$ cat src/rtl/nss_pkg.sv
package nss_pkg;
    localparam int NIB_W    = 4;
    localparam int INS_N    = 3;
    localparam int INS_W    = 2;
    localparam int LAST_INS = INS_N - 1;
    localparam int BYTE_W   = 2 * NIB_W;
    localparam int TAG_W    = 2 * NIB_W * INS_N;

    typedef enum logic [2:0] {
        S_IDLE,
        S_OPC,
        S_LSB,
        S_MSB,
        S_DATA
    } seq_state_t;

    typedef enum logic {
        XF_WR = 1'b0,
        XF_RD = 1'b1
    } xfer_dir_t;

    localparam logic [NIB_W-1:0] OPN_XREG = 4'hE;
    localparam logic [NIB_W-1:0] OPN_YREG = 4'hC;
    localparam logic [NIB_W-1:0] OPN_AREG = 4'hD;

    function automatic logic [NIB_W-1:0] expected_opn(xfer_dir_t dir, logic [INS_W-1:0] idx);
        logic [NIB_W-1:0] r;
        case (idx)
            2'd0:    r = (dir == XF_WR) ? OPN_XREG : OPN_YREG;
            2'd1:    r = (dir == XF_WR) ? OPN_YREG : OPN_XREG;
            default: r = OPN_AREG;
        endcase
        return r;
    endfunction
endpackage

$ cat src/rtl/nss_sync.sv
module nss_sync #(
    parameter int W      = 1,
    parameter int STAGES = 2
) (
    input  logic         clk,
    input  logic         rst_n,
    input  logic [W-1:0] din,
    output logic [W-1:0] dout
);
    logic [W-1:0] pipe [STAGES];

    always_ff @(posedge clk) begin
        if (!rst_n) pipe[0] <= '0;
        else        pipe[0] <= din;
    end

    generate
        for (genvar g = 1; g < STAGES; g++) begin : g_stage
            always_ff @(posedge clk) begin
                if (!rst_n) pipe[g] <= '0;
                else        pipe[g] <= pipe[g-1];
            end
        end
    endgenerate

    assign dout = pipe[STAGES-1];
endmodule

$ cat src/rtl/nss_seq.sv
module nss_seq
    import nss_pkg::*;
(
    input  logic              clk,
    input  logic              rst_n,
    input  logic              listen_en,
    input  logic              arm,
    input  logic              smp,
    input  logic [NIB_W-1:0]  nib,
    output logic              drive_slot,
    output logic [INS_W-1:0]  drive_ins,
    output logic [NIB_W-1:0]  stat_nib,
    output logic              wr_strobe,
    output logic              rd_strobe,
    output logic              seq_err,
    output logic [BYTE_W-1:0] wr_data,
    output logic [TAG_W-1:0]  xfer_tag
);
    localparam logic [INS_W-1:0] LAST = INS_W'(LAST_INS);

    seq_state_t       state_q, state_d;
    xfer_dir_t        dir_q, dir_d;
    logic [INS_W-1:0] ins_q, ins_d;
    logic             done_wr, done_rd, bad;

    logic [TAG_W-1:0]  tag_acc;
    logic [BYTE_W-1:0] byte_acc;
    logic [NIB_W-1:0]  hi_q;
    logic [2:0]        lo_slot;

    // next state
    always_comb begin
        state_d = state_q;
        dir_d   = dir_q;
        ins_d   = ins_q;
        done_wr = 1'b0;
        done_rd = 1'b0;
        bad     = 1'b0;
        if (!listen_en) begin
            state_d = S_IDLE;
        end else begin
            unique case (state_q)
                S_IDLE: if (arm) begin
                    state_d = S_OPC;
                    ins_d   = '0;
                end
                S_OPC: if (smp) begin
                    if (ins_q == '0) begin
                        if (nib == OPN_XREG) begin
                            dir_d   = XF_WR;
                            state_d = S_LSB;
                        end else if (nib == OPN_YREG) begin
                            dir_d   = XF_RD;
                            state_d = S_LSB;
                        end else begin
                            bad     = 1'b1;
                            state_d = S_IDLE;
                        end
                    end else if (nib == expected_opn(dir_q, ins_q)) begin
                        state_d = S_LSB;
                    end else begin
                        bad     = 1'b1;
                        state_d = S_IDLE;
                    end
                end
                S_LSB:  if (smp) state_d = S_MSB;
                S_MSB:  if (smp) state_d = S_DATA;
                S_DATA: if (smp) begin
                    if (ins_q == LAST) begin
                        state_d = S_IDLE;
                        done_wr = (dir_q == XF_WR);
                        done_rd = (dir_q == XF_RD);
                    end else begin
                        ins_d   = ins_q + 1'b1;
                        state_d = S_OPC;
                    end
                end
                default: state_d = S_IDLE;
            endcase
        end
    end

    // state register
    always_ff @(posedge clk) begin
        if (!rst_n) begin
            state_q <= S_IDLE;
            dir_q   <= XF_WR;
            ins_q   <= '0;
        end else begin
            state_q <= state_d;
            dir_q   <= dir_d;
            ins_q   <= ins_d;
        end
    end

    // tag slot of the low address nibble of the current instruction
    assign lo_slot = 3'(2 * (LAST_INS - int'(ins_q)));

    // captured fields and outputs
    always_ff @(posedge clk) begin
        if (!rst_n) begin
            tag_acc   <= '0;
            byte_acc  <= '0;
            hi_q      <= '0;
            wr_strobe <= 1'b0;
            rd_strobe <= 1'b0;
            seq_err   <= 1'b0;
            wr_data   <= '0;
            xfer_tag  <= '0;
        end else begin
            wr_strobe <= done_wr;
            rd_strobe <= done_rd;
            seq_err   <= bad;
            if (state_q == S_IDLE && arm) begin
                tag_acc <= '0;
            end
            if (listen_en && smp) begin
                case (state_q)
                    S_LSB: tag_acc[int'(lo_slot) * NIB_W +: NIB_W] <= nib;
                    S_MSB: begin
                        tag_acc[(int'(lo_slot) + 1) * NIB_W +: NIB_W] <= nib;
                        hi_q <= nib;
                    end
                    S_DATA: if (dir_q == XF_WR) begin
                        if (ins_q == 2'd0) byte_acc[BYTE_W-1 -: NIB_W] <= nib;
                        if (ins_q == 2'd1) byte_acc[NIB_W-1:0]         <= nib;
                    end
                    default: ;
                endcase
            end
            if (done_wr) begin
                wr_data  <= byte_acc;
                xfer_tag <= tag_acc;
            end
            if (done_rd) begin
                xfer_tag <= tag_acc;
            end
        end
    end

    assign drive_slot = (state_q == S_DATA) && ((dir_q == XF_RD) || (ins_q == LAST));
    assign drive_ins  = ins_q;
    assign stat_nib   = ~hi_q;
endmodule

$ cat src/rtl/nss_drive.sv
module nss_drive
    import nss_pkg::*;
(
    input  logic              slot,
    input  logic              m2,
    input  logic [INS_W-1:0]  ins,
    input  logic [NIB_W-1:0]  stat,
    input  logic [BYTE_W-1:0] rd_data,
    output logic [NIB_W-1:0]  d_out,
    output logic              d_oe
);
    logic [NIB_W-1:0] val;

    always_comb begin
        case (ins)
            2'd0:    val = rd_data[BYTE_W-1 -: NIB_W];
            2'd1:    val = rd_data[NIB_W-1:0];
            default: val = stat;
        endcase
    end

    assign d_oe  = slot & m2;
    assign d_out = d_oe ? val : '0;
endmodule

$ cat src/rtl/nib_snoop_slave.sv
module nib_snoop_slave
    import nss_pkg::*;
#(
    parameter int SYNC_STAGES = 2
) (
    input  logic              clk,
    input  logic              rst_n,
    input  logic              listen_en,
    input  logic              trig,
    input  logic              m2,
    input  logic [NIB_W-1:0]  d_in,
    input  logic [BYTE_W-1:0] rd_data,
    output logic [NIB_W-1:0]  d_out,
    output logic              d_oe,
    output logic              wr_strobe,
    output logic              rd_strobe,
    output logic [BYTE_W-1:0] wr_data,
    output logic [TAG_W-1:0]  xfer_tag,
    output logic              seq_err
);
    localparam int SW = NIB_W + 2;

    logic [SW-1:0]    sync_out;
    logic             trig_s, m2_s, trig_q, m2_q;
    logic [NIB_W-1:0] d_s, d_hold;
    logic             arm, smp;
    logic             drive_slot;
    logic [INS_W-1:0] drive_ins;
    logic [NIB_W-1:0] stat_nib;

    nss_sync #(.W(SW), .STAGES(SYNC_STAGES)) u_sync (
        .clk   (clk),
        .rst_n (rst_n),
        .din   ({trig, m2, d_in}),
        .dout  (sync_out)
    );

    assign trig_s = sync_out[SW-1];
    assign m2_s   = sync_out[SW-2];
    assign d_s    = sync_out[NIB_W-1:0];

    always_ff @(posedge clk) begin
        if (!rst_n) begin
            trig_q <= 1'b0;
            m2_q   <= 1'b0;
            d_hold <= '0;
        end else begin
            trig_q <= trig_s;
            m2_q   <= m2_s;
            if (m2_s) d_hold <= d_s;
        end
    end

    assign arm = trig_q & ~trig_s;
    assign smp = m2_q & ~m2_s;

    nss_seq u_seq (
        .clk        (clk),
        .rst_n      (rst_n),
        .listen_en  (listen_en),
        .arm        (arm),
        .smp        (smp),
        .nib        (d_hold),
        .drive_slot (drive_slot),
        .drive_ins  (drive_ins),
        .stat_nib   (stat_nib),
        .wr_strobe  (wr_strobe),
        .rd_strobe  (rd_strobe),
        .seq_err    (seq_err),
        .wr_data    (wr_data),
        .xfer_tag   (xfer_tag)
    );

    nss_drive u_drive (
        .slot    (drive_slot),
        .m2      (m2),
        .ins     (drive_ins),
        .stat    (stat_nib),
        .rd_data (rd_data),
        .d_out   (d_out),
        .d_oe    (d_oe)
    );
endmodule

$ cat config.mk
export PLATFORM = sky130hd
export DESIGN_NAME = nib_snoop_slave
export DESIGN_NICKNAME = d
export VERILOG_FILES = /design/src/rtl/nss_pkg.sv /design/src/rtl/nss_sync.sv /design/src/rtl/nss_seq.sv /design/src/rtl/nss_drive.sv /design/src/rtl/nib_snoop_slave.sv
export SDC_FILE = /design/constraint.sdc
export NUM_CORES = 1
export LEC_CHECK = 0
export ABC_AREA = 1
export BUFFER_PORTS_ARGS = -buffer_cell sky130_fd_sc_hd__clkbuf_2
export CAP_MARGIN = 20
export CORE_MARGIN = 1
export CORE_UTILIZATION = 60
export CTS_CLUSTER_DIAMETER = 120
export CTS_CLUSTER_SIZE = 16
export DETAILED_ROUTE_END_ITERATION = 16
export HOLD_SLACK_MARGIN = 0.02
export PLACE_DENSITY = 0.83
export SYNTH_ARGS = -nofsm -noshare
export SYNTH_HDL_FRONTEND = slang
export SYNTH_SLANG_ARGS = --single-unit
$ cat constraint.sdc
create_clock -name clk -period 3.95 [get_ports clk]
set_input_delay 0.1975 -clock clk [delete_from_list [all_inputs] [get_ports clk]]
set_output_delay 0.1975 -clock clk [all_outputs]
set_load 0.005 [all_outputs]
* After elaboration in Yosys (flattened, before gate mapping)
Memories as Yosys holds them, arrays and structs flattened. Index checks and enable logic that the tools add are counted.
Word-level totals: output and inout bits 40, flip-flop bits (word level) 83, memories kept 1, bits in writable memories 12
Cells by class: shift operators 4, muxes and demuxes 49, bitwise gates (word level) 9, reductions and logical operators 17, add/subtract/negate cells 5, equal/unequal tests 15
Memory list:
- u_sync.pipe | words 2, bits a word 6, rd ports 2, clocked after memory_dff 0, wr ports 2, line nss_sync.sv:10 | logic [W-1:0] pipe [STAGES];
Operator list (number):
- 24-bit two-way mux | 5
- 4-bit by 33-bit variable shift with 24-bit output, first input constant | 2
- 4-bit by 33-bit variable part select with 24-bit output | 2
- 24-bit bitwise mux | 2
- 24-bit one-hot mux with 2 select lines | 1
- 32-bit negator with 33-bit output | 1
- 5-bit negator with 33-bit output | 1
- 4-bit two-way mux | 6
- 3-bit two-way mux | 7
- 1-bit two-way mux | 17
- 3-bit one-hot mux with 5 select lines | 1
- 5-bit AND reduction | 3
- 2-bit two-way mux | 6
- 6-bit two-way mux | 2
- 4-bit AND reduction | 3
- 2-bit by 1-bit inequality test with 1-bit output, second input constant | 5
- 4-bit == test, second input constant | 2
- 4-bit one-hot mux with 2 select lines | 1
- 3-bit by 2-bit == test with 1-bit output, second input constant | 2
- 2-bit nonzero test | 3
- 3-bit by 1-bit adder with 4-bit output, second input constant | 1
- 4-bit == test | 1
- 4-bit inverter | 1
- 2-bit one-hot mux with 2 select lines | 1
- 15 further kinds | 23

* Logic depth before layout (Yosys ltp)
depth after elaboration 11, gate-level depth with buffers 12, depth with buffers taken out 12

* Cells and area by module
A second synthesis with hierarchy kept.
Second synthesis, totals: cells, all modules 520, area total of the unflattened synthesis 3937.5 µm²
By module, submodules not included:
- nss_seq | cells each 420, seq. area each 1541.5 µm², times used 1, area each 3231.8 µm²
- nss_sync | cells each 37, seq. area each 240.2 µm², times used 1, area each 341.6 µm²
- nib_snoop_slave | cells each 35, seq. area each 120.1 µm², times used 1, area each 246.5 µm²
- nss_drive | cells each 28, seq. area each 0.0 µm², times used 1, area each 117.6 µm²

* Worst setup path after synthesis
OpenSTA, ideal clock, no wires.
path kind reg2reg, start register u_seq.ins_q[0], in the netlist u_seq.drive_ins[0], end register u_seq.xfer_tag[10], cell stages (with the launch flop) 11, setup time 0.116 ns, clock period less this slack 1.783 ns, buffers on the path 2, data arrival time 1.668 ns, setup slack 2.167 ns, path through dfxtp_1 > clkbuf_1 > inv_1 > ha_1 > inv_2 > nor2_8 > inv_2 > nor2_8 > buf_4 > o21ai_0 > nor2_1
On the way: longest elaborated chain between the ends 6, elaborated cells on any way between the ends 11
Ends and longest elaborated chain:
- from (decl) | line nss_seq.sv:23 | logic [INS_W-1:0] ins_q, ins_d;
- from (signal assigned) | line nss_seq.sv:92 | ins_q <= ins_d;
- 2-bit == test (*) | line nss_seq.sv:69 | if (ins_q == LAST) begin
- 1-bit two-way mux | line nss_seq.sv:69
- 1-bit two-way mux | line nss_seq.sv:68 | S_DATA: if (smp) begin
- 1-bit two-way mux | line nss_seq.sv:42 | unique case (state_q)
- 1-bit two-way mux | line nss_seq.sv:39 | if (!listen_en) begin
- 24-bit two-way mux / 2-bit nonzero test (equally long branches)
- to (signal assigned) | line nss_seq.sv:133 | xfer_tag <= tag_acc;
- to (signal assigned) | line nss_seq.sv:136 | xfer_tag <= tag_acc;
- to (decl) | line nss_seq.sv:17 | output logic [TAG_W-1:0] xfer_tag
Mark *: on every way between the ends. The rest lies on a longest branch, timed or not. A chain may end at the register's enable or synchronous reset.

* Final worst setup path
start register u_seq.ins_q[0], in the netlist u_seq.drive_ins[0], end output port d_out[3]
On the way: longest elaborated chain between the ends 5, elaborated cells on any way between the ends 8
Ends and longest elaborated chain:
- 2-bit == test | line nss_seq.sv:141 | assign drive_slot = (state_q == S_DATA) && ((dir_q == XF_RD) || (ins_q == LAST));
- 1-bit logical OR | line nss_seq.sv:141
- 1-bit logical AND | line nss_seq.sv:141
- 1-bit AND | line nss_drive.sv:22 | assign d_oe = slot & m2;
- 4-bit two-way mux (*) | line nss_drive.sv:23 | assign d_out = d_oe ? val : '0;
- to (decl) | line nib_snoop_slave.sv:13 | output logic [NIB_W-1:0] d_out,
Marks and branches as above.

==> flow_results.org <==
** Timing
- Setup total negative slack on the finished layout was measured at 0 ns.
- Worst setup slack after layout :: 1.78 ns
- At the pin with the least slew margin, the transition time is 0.747 ns.
- Clock skew on the completed layout was measured at 0.00743 ns.
- Count of final setup violators :: 0
- In the finished design, the share of the clock period the worst path needs comes to 0.550.
- Fin. Hold Viols :: 0
- Max Transition Viols Final :: 0
- Max Clk Rate :: 0.460 GHz
- Unrepaired setup endpoints after global routing :: no
- Headroom to the max-slew limit came out at 0.499.
- The worst path in the final design needs a cycle of ~2.2 ns, including I/O delays and setup.

** Logic synthesis
- Synthesis handed over a netlist of 538 instances.
- After synthesis, the largest family of logic cells by area is simple AND/OR/NAND/NOR gates.
- Xor/xnor share of the synthesized area :: 0
- The share of synthesized area in the top cell type comes to 0.479.
- The share of the Yosys chip area taken by registers is 0.479.
- Cell type contributing the most total cell area after synthesis :: sky130_fd_sc_hd__dfxtp_1
- Post-synthesis mux area share :: 0
- Number of register bits inferred by synthesis :: 95
- Number of distinct library cell variants in the gate-level netlist after synthesis :: 28
- Simple-gate area share of the yosys netlist :: 0.293
- Post-Syn Nets :: between 500 and 600
- After synthesis, the cell types taking the most area are sky130_fd_sc_hd__dfxtp_1, sky130_fd_sc_hd__nor2_1, sky130_fd_sc_hd__nand2_1.
- During synthesis, Yosys emitted a total of 0 warnings.
- Complex-gate fraction of the synthesized area :: 0.130
- Per-instance average area after synthesis :: 7.37 sq um
- Post-synthesis share of cell area spent on full adders, half adders and majority gates :: 0.0158
- Post-synth design cell area :: 3970 sq um

** CTS
- Clock latency on the worst-skew pair, taken at its later pin, is 0.36 ns.
- The clock passes through at most 2 buffers.
- For this design, the CTS-stage hold fixing added 4 buffers.
- Clock-pin slew was measured on the worst setup and hold paths at 0.08 ns.
- TritonCTS built the clock tree.
- Once the clock tree was built, the resizer swapped 0 gates to a different size.
- Buffers inserted during clock tree synthesis total 9.
- In this run the number of H-tree levels came out at 3.
- Post-CTS setup buffers :: 0
- The clock drives 95 sinks.
- Clock root buffer :: sky130_fd_sc_hd__clkbuf_8

** Drt
- Mean routed wirelength per cell :: 12.9 um
- Sum of met2 wire segment lengths after detailed routing :: 4080 um
- 1st-pass router iterations :: 5
- Drt initial violations :: 239
- After detailed routing, the number of remaining DRC violations is 0.
- Antenna viol nets, final :: 0
- Per-cell via count in the routed design :: 5.51
- Detailed routing placed a total of 466 um of wire on met3.
- The detailed router put a total of 3930 um of wire on met1.
- The detailed router placed approximately 3,700 vias in this run.
- Top Metal Used :: met4
- Routed wire length :: around 8600 um

** Die
- After floorplanning, the core was divided into 29 placement rows.
- The initial utilization of the core area, before any placement, comes to 0.625.
- Measured along the x axis, the die boundary spans between 80 and 90 um.
- Die footprint :: 6940 sq um
- Core region area :: 6350 sq um
- Die boundary height :: 83.3 um
- I/O Pins :: 57

** Cells and area
- In the final layout, the share of cells above drive strength 1 is 0.151.
- The sequential cells in the finished layout cover a total of 1900 sq um.
- The area growth from synthesis to layout is 12.5%.
- Nets :: roughly 600
- After filler insertion, the fill cell instance count of the layout stands at 548.
- 0 antenna diodes ended up in the layout.
- The multi-input combinational cells in the finished layout cover a total of 1740 sq um.
- At the end of the flow the core is filled with cells to 0.702.

** Pwr
- Total power per unit cell area :: 370 nW/um^2
- Overall power of the completed layout :: between 1.5 and 2 mW
- The worst-case IR drop observed on VDD is 0.254 mV.
- In this run the static leakage power is 2.19 nW.

** Global routing
- Number of global-route vias before repair :: 3,332
- Entering global routing, the biggest net connects 67 pins.
- The total overflow left after global routing is 0.
- Global-route wire length before repair :: roughly 15,000 um
- Tot GR Track Use :: 0.265
- Initial antenna violation count :: 0

** Critical path
- For the worst setup path, the data required time is 3.75 ns.
- By startpoint and endpoint, the worst setup path is classified as reg -> out.
- Worst-path maximum fanout :: 11
- STA classifies the critical path startpoint as a register.
- Type of destination of the critical path :: output pin
- Data on the critical path arrives at its endpoint at 1.97 ns.

** Flow run
- The tool flagged a number of max-cap violations equal to 0.

** Placed design
- Post-placement setup slack :: between 1.5 and 2 ns
- The count of buffers added on input and output ports is 56.
- Placed wire-length estimate after detailed placement :: 5950 um
- Routability Congestion :: 0.909

** Status
- Status :: complete, no violations

** Hold path
- Worst min path class :: in -> reg
## synthesized netlist by cell type, drive strengths merged
cell / instances
nor2: 98
dfxtp: 95
nand2: 86
nand3: 58
o21ai: 53
inv: 52
a21oi: 42
clkbuf: 13
buf: 10
nand4: 10
nor3: 7
ha: 5
a221oi: 4
clkinv: 3
and3: 1
nor4: 1
## placed cells by master, fill, tap and decap left out, drive strengths merged
cell type and n:
bufinv 1, clkbuf 69, ha 5, buf 2
nor3 7, a21oi 42, nand3 58, nand4 10
nand2 86, dlygate4sd3 4, dfxtp 95, clkinv 3
nor2 98, a221oi 4, nor4 1, o21ai 53
inv 52, and3 1
## layer usage
metal | vias up | track usage
li1 | 1851 | -
met1 | 1692 | 0.336
met2 | 119 | 0.433
met3 | 20 | 0.0686
met4 | 0 | 0.0987
met5 | - | 0
## layout make-up
type	instances	share of cell area
clock buffer	13	0.0334
tap	77	0.0216
multi-input combinational	365	0.390
sequential	95	0.426
inverter	55	0.0466
clock inverter	1	0.00673
timing repair buffer	62	0.0752
## flip-flops by register name, summed over array words and instances, names as in the netlist
| name | cells |
|---|---|
| u_seq.xfer_tag | 24 |
| u_seq.state_q | 3 |
| u_seq.seq_err | 1 |
| u_seq.byte_acc | 8 |
| u_seq.tag_acc | 24 |
| trig_q | 1 |
| m2_q | 1 |
| d_hold | 4 |
| u_seq.wr_data | 8 |
| u_seq.drive_ins | 2 |
| u_seq.dir_q | 1 |
| u_seq.hi_q | 4 |
| u_sync.pipe | 12 |
| u_seq.rd_strobe | 1 |
| u_seq.wr_strobe | 1 |
## path summary, 6_finish.rpt
| check | start | end | slack (ns) | cells after the start |
|---|---|---|---|---|
| max | u_seq.drive_ins[0] | d_out[3] | 1.78 | 6 |
| max reg2reg | u_seq.drive_ins[0] | u_seq.xfer_tag[16] | 1.83 | 9 |
| min | trig | u_sync.pipe[0][5] | 0.03 | 3 |
| min reg2reg | u_sync.pipe[0][1] | u_sync.pipe[1][1] | 0.42 | 2 |
## stage by stage
step | cell area [sq um] | std cells | hold slack (ns)
finish | 4460 | 668 | 0.0349
global route | 4460 | 668 | 0.0360
CTS | 4460 | 668 | 0.0337
floorplan | 3970 | 538 | 0.291
global placement | 4240 | 650 | 0.379
detailed placement | 4240 | 650 | 0.388
## cell families after synthesis
group,Yosys count
fa+ha+maj,5
compound gates,99
simple gates,261
flops,95
buf+inv,78
## report_power, final
| part | internal [mW] | switching (mW) |
|---|---|---|
| Clock | 0.304 | 0.306 |
| Combinational | 0.0223 | 0.0459 |
| Sequential | 0.966 | 0.00598 |
| Total | 1.29 | 0.358 |
## critical path, cell delays in order, from the launching register on
cell and delay (ns):
sky130_fd_sc_hd__dfxtp_1 0.49, sky130_fd_sc_hd__inv_1 0.20, sky130_fd_sc_hd__ha_1 0.38, sky130_fd_sc_hd__nor3_1 0.22, sky130_fd_sc_hd__a221oi_1 0.07, sky130_fd_sc_hd__nor2_1 0.13, sky130_fd_sc_hd__clkbuf_2 0.13
Power figures use the tool's default switching activity.
